### src/rtl/rsort_pkg.sv
package rsort_pkg;

  // Width of a rank field able to hold 0..n-1 (at least one bit).
  function automatic int rank_w(input int n);
    return (n < 2) ? 1 : $clog2(n);
  endfunction

endpackage

### src/rtl/rsort_cmp_matrix.sv
// All-pairs precedence matrix: bit [i*N+j] is set when element i must be
// placed after element j. Ties are broken by index, so the lower index wins.
module rsort_cmp_matrix #(
  parameter int N = 6,
  parameter int W = 8
) (
  input  logic [N*W-1:0] vals,
  output logic [N*N-1:0] after_mat
);

  for (genvar i = 0; i < N; i++) begin : g_row
    for (genvar j = 0; j < N; j++) begin : g_col
      if (i == j) begin : g_diag
        assign after_mat[i*N+j] = 1'b0;
      end else if (j < i) begin : g_lower
        // equal values: higher index goes after
        assign after_mat[i*N+j] = (vals[i*W +: W] >= vals[j*W +: W]);
      end else begin : g_upper
        assign after_mat[i*N+j] = (vals[i*W +: W] > vals[j*W +: W]);
      end
    end
  end

endmodule

### src/rtl/rsort_rank_count.sv
// Row population counts of the precedence matrix give each element's slot.
module rsort_rank_count #(
  parameter int N  = 6,
  parameter int RW = 3
) (
  input  logic [N*N-1:0]  after_mat,
  output logic [N*RW-1:0] ranks
);

  for (genvar r = 0; r < N; r++) begin : g_cnt
    logic [RW-1:0] acc;
    always_comb begin
      acc = '0;
      for (int j = 0; j < N; j++) begin
        acc = acc + RW'(after_mat[r*N+j]);
      end
    end
    assign ranks[r*RW +: RW] = acc;
  end

endmodule

### src/rtl/rsort_scatter.sv
// Routes every value to the output slot named by its rank. Ranks are a
// permutation, so exactly one element matches each slot.
module rsort_scatter #(
  parameter int N  = 6,
  parameter int W  = 8,
  parameter int RW = 3
) (
  input  logic [N*W-1:0]  vals,
  input  logic [N*RW-1:0] ranks,
  output logic [N*W-1:0]  sorted
);

  for (genvar s = 0; s < N; s++) begin : g_slot
    logic [W-1:0] acc;
    always_comb begin
      acc = '0;
      for (int i = 0; i < N; i++) begin
        if (ranks[i*RW +: RW] == RW'(s)) begin
          acc = acc | vals[i*W +: W];
        end
      end
    end
    assign sorted[s*W +: W] = acc;
  end

endmodule

### src/rtl/rank_sorter.sv
// Two-stage rank sorter: input register, then all-pairs compare, row count
// and scatter in one combinational pass, then output register.
module rank_sorter #(
  parameter int N = 6,
  parameter int W = 8
) (
  input  logic                             clk,
  input  logic                             rst,
  input  logic                             in_valid,
  input  logic [N*W-1:0]                   in_data,
  output logic                             out_valid,
  output logic [N*W-1:0]                   out_data,
  output logic [N*rsort_pkg::rank_w(N)-1:0] out_rank
);

  localparam int RW = rsort_pkg::rank_w(N);

  logic           stg_vld;
  logic [N*W-1:0] stg_data;
  logic [N*N-1:0] after_mat;
  logic [N*RW-1:0] rank_c;
  logic [N*W-1:0] sorted_c;

  always_ff @(posedge clk) begin
    if (rst) begin
      stg_vld  <= 1'b0;
      stg_data <= '0;
    end else begin
      stg_vld <= in_valid;
      if (in_valid) stg_data <= in_data;
    end
  end

  rsort_cmp_matrix #(.N(N), .W(W)) u_cmp (
    .vals      (stg_data),
    .after_mat (after_mat)
  );

  rsort_rank_count #(.N(N), .RW(RW)) u_cnt (
    .after_mat (after_mat),
    .ranks     (rank_c)
  );

  rsort_scatter #(.N(N), .W(W), .RW(RW)) u_scat (
    .vals   (stg_data),
    .ranks  (rank_c),
    .sorted (sorted_c)
  );

  always_ff @(posedge clk) begin
    if (rst) begin
      out_valid <= 1'b0;
      out_data  <= '0;
      out_rank  <= '0;
    end else begin
      out_valid <= stg_vld;
      if (stg_vld) begin
        out_data <= sorted_c;
        out_rank <= rank_c;
      end
    end
  end

endmodule

### config.mk
export PLATFORM = sky130hd
export DESIGN_NAME = rank_sorter
export DESIGN_NICKNAME = d
export VERILOG_FILES = /design/src/rtl/rsort_pkg.sv /design/src/rtl/rsort_cmp_matrix.sv /design/src/rtl/rsort_rank_count.sv /design/src/rtl/rsort_scatter.sv /design/src/rtl/rank_sorter.sv
export SDC_FILE = /design/constraint.sdc
export NUM_CORES = 1
export LEC_CHECK = 0
export BUFFER_PORTS_ARGS = -buffer_cell sky130_fd_sc_hd__buf_2
export CORE_MARGIN = 10
export CORE_UTILIZATION = 33
export DETAILED_ROUTE_END_ITERATION = 16
export MAX_ROUTING_LAYER = met4
export PLACE_DENSITY = 0.48
export SLEW_MARGIN = 30
export SYNTH_ARGS = -nofsm -noshare
export SYNTH_HDL_FRONTEND = slang
export SYNTH_HIERARCHICAL = 1
export SYNTH_SLANG_ARGS = --single-unit
### constraint.sdc
create_clock -name clk -period 11.3 [get_ports clk]
set_input_delay 1.695 -clock clk [delete_from_list [all_inputs] [get_ports clk]]
set_output_delay 1.695 -clock clk [all_outputs]
set_load 0.05 [all_outputs]
==> impl_metrics.ini <==
[logic_synthesis]
synth_sequential_area_ratio = 0.236
synth.distinct_cells = 32
synth_area_per_cell_um2 = 8.65
synth.area.top_cells = dfxtp_1 (24%), ha_1 (16%), mux2i_1 (12%), a22oi_1 (10%), nor2_1 (5.3%)
warning_count_from_the_yosys_run = 6
synthDominantCellAreaShare = 0.236
synth_area_leader_cell = dfxtp_1
synth_area_um2 = 9860
synthCells = 1140
ys_ff_latch = 116

[floorplanning]
fp-row-count = 63
initial_utilization = 0.333
top_level_ports = 118
chipWidth_um = 193
core_area_um2 = 29600
die_height_um = 193
design.die.area_um2 = 37200

[place]
portBuffers = 117
post_detailed_placement_half_perimeter_wirelength_mm = 28.4
place_congestion = 0.946

[routing]
drtAntennaViolNets = 0
vias = 9049
remaining_drc_errors = 0
initialDrtViolationCount = 930
drt-total-wl_mm = 39.1
detail_route.first_pass.iterations = 7
drt-wirelength-per-cell_um = 24.1
vias_per_cell = 5.59

[pwr]
ir_worst_vdd_mv = 0.136
leakagePower_uw = 0.00525
power.density_nw_per_um2 = 266
power_uw = 2970

[global_route]
grt_start_max_net_pins = 73
gr-usage-all-layers = 0.213
grt_first_pass_wirelength_mm = 57.2
gr-total-overflow = 0
grt_pass1_vias = 8609
initial_antenna_violation_count = 0

[critical_path]
critical_path_class = flop to flop
cp_data_arrival_time_ps = 5410
worst_ep_required_time_ps = 11650
timing.critical_path.fanout_max = 10
startpoint = stg_data[9]
r2r-start = stg_data[9]
critPathLaunchType = flop
critPathCaptureType = flop

[timing]
setup_viol = 0
tightestPinTransition_ps = 910
post-route-min-period_ps = 5060
max_freq_ghz = 0.198
final-max-slew-violation-count = 0
finalHoldViolCount = 0
finalClockSkew_ps = 14.9
finalSetupTns_ps = 0
unrepaired_setup_endpoints_after_global_routing = no
post-route-period-util = 0.448
max_slew_margin = 0.393

[final_layout]
final_net_count = 1413
n_antenna_cell = 0
layout_commonest_cell = nor2_1
fill_cells = 3083
post-route-util = 0.377
layout-drive-gt1-share = 0.152
commonest_cells_after_routing_fill_and_taps_aside = nor2_1 (140), a22oi_1 (132), ha_1 (126)
area_occupied_by_multi_input_gates_um2 = 6820
syn2layout_area_growth_pct = 13.1
register_area_um2 = 2330

[cts]
root_buffer = clkbuf_16
cts.htree.levels = 4
cts_tree = yes
holdBufCountCts = 0
clockBufferDepth = 2
ctsResizeCount = 0
cts_buf_count = 17
clk-insertion-delay-late_ps = 430
clk_pin_slew_ps = 60
cts.repair_timing.setup_buffer_count = 0
cts.sink_count = 116

[min_path]
timing.hold.worst.class = flop to flop
min-delay-start = out_data[29]

[run_status]
run_status = completed

[run]
max_cap_viol_count = 0
[synth_stat cells]
cell type / count
nor2_1: 140
a22oi_1: 132
ha_1: 126
dfxtp_1: 116
mux2i_1: 114
inv_1: 78
nor2b_1: 62
nand3_1: 61
a21oi_1: 60
nand2_1: 48
clkbuf_1: 23
nand4_1: 20
buf_2: 19
fa_1: 18
buf_4: 16
a21o_1: 15
nor2b_4: 15
o211ai_2: 15
o21ai_0: 15
and2_1: 8
and2b_1: 6
and3b_1: 6
nor3b_2: 6
a32oi_1: 5
buf_12: 3
buf_6: 3
buf_8: 3
nand4b_1: 2
nor4bb_1: 2
a222oi_1: 1
a311oi_1: 1
conb_1: 1
[metal layers]
| layer | vias to the layer above | share of wire | track usage |
|---|---|---|---|
| met1 | 4308 | 0.46 | 0.290 |
| met4 | 0 | 0.017 | 0.0516 |
| met5 | - | 0 | - |
| met2 | 451 | 0.43 | 0.310 |
| li1 | 4245 | - | - |
| met3 | 45 | 0.087 | 0.0513 |
[final timing paths]
| path | end | slack, ps | depth (start not counted) |
|---|---|---|---|
| max | out_data[18] | 6240 | 17 |
| min reg2reg | out_data[29] | 490 | 2 |
| max reg2reg | out_data[18] | 6240 | 17 |
| min | out_data[29] | 490 | 2 |
[cell families after synthesis]
family | count (synthesis) | share of synthesized area
AOI/OAI and AO/OA | 244 | 0.175
adders and majority gates | 144 | 0.196
buffers and inverters | 145 | 0.0744
DFF | 116 | 0.236
muxes | 114 | 0.116
other | 1 | 0.000380
and+or+nand+nor | 376 | 0.202
[flip-flops by register name, indices dropped and copies added, names as in the netlist]
name / count
out_data: 48
stg_data: 48
out_rank: 18
out_valid: 1
stg_vld: 1
[worst max-delay path, stage by stage, from the launching register on]
cell      delay [ps]
dfxtp_1          620
inv_1            220
ha_1             360
nor2b_4          130
o211ai_2         140
nand3_1          100
a21o_1           210
fa_1             520
inv_1             60
fa_1             490
inv_1             50
ha_1             180
fa_1             850
nor2b_1          540
a22oi_1          190
nand3_1          140
mux2i_1           70
nor2_1           100
[power breakdown]
| group | internal (µW) | switching [µW] |
|---|---|---|
| Clock | 362 | 205 |
| Combinational | 524 | 1340 |
| Sequential | 470 | 71.4 |
| Total | 1360 | 1620 |
[area by class of cell]
type,count,share of cell area
clock buffers,22,0.0425
clock inverters,9,0.0114
inverters,78,0.0263
multi-input cells,884,0.612
flip-flops and latches,116,0.209
well taps,390,0.0438
repair buffers,121,0.0558
[through the flow]
stage / area (µm²) / hold slack [ps] / setup WS (ps) / instances
3_5_place_dp: 10500 / 479 / 6340 / 1589
5_1_grt: 11200 / 513 / 6060 / 1620
3_3_place_gp: 10500 / 470 / 6290 / 1589
2_1_floorplan: 9880 / 521 / 7240 / 1145
4_1_cts: 11100 / 492 / 6310 / 1620
6_report: 11200 / 485 / 6240 / 1620
No activity file was read; power rests on OpenSTA's default activity.
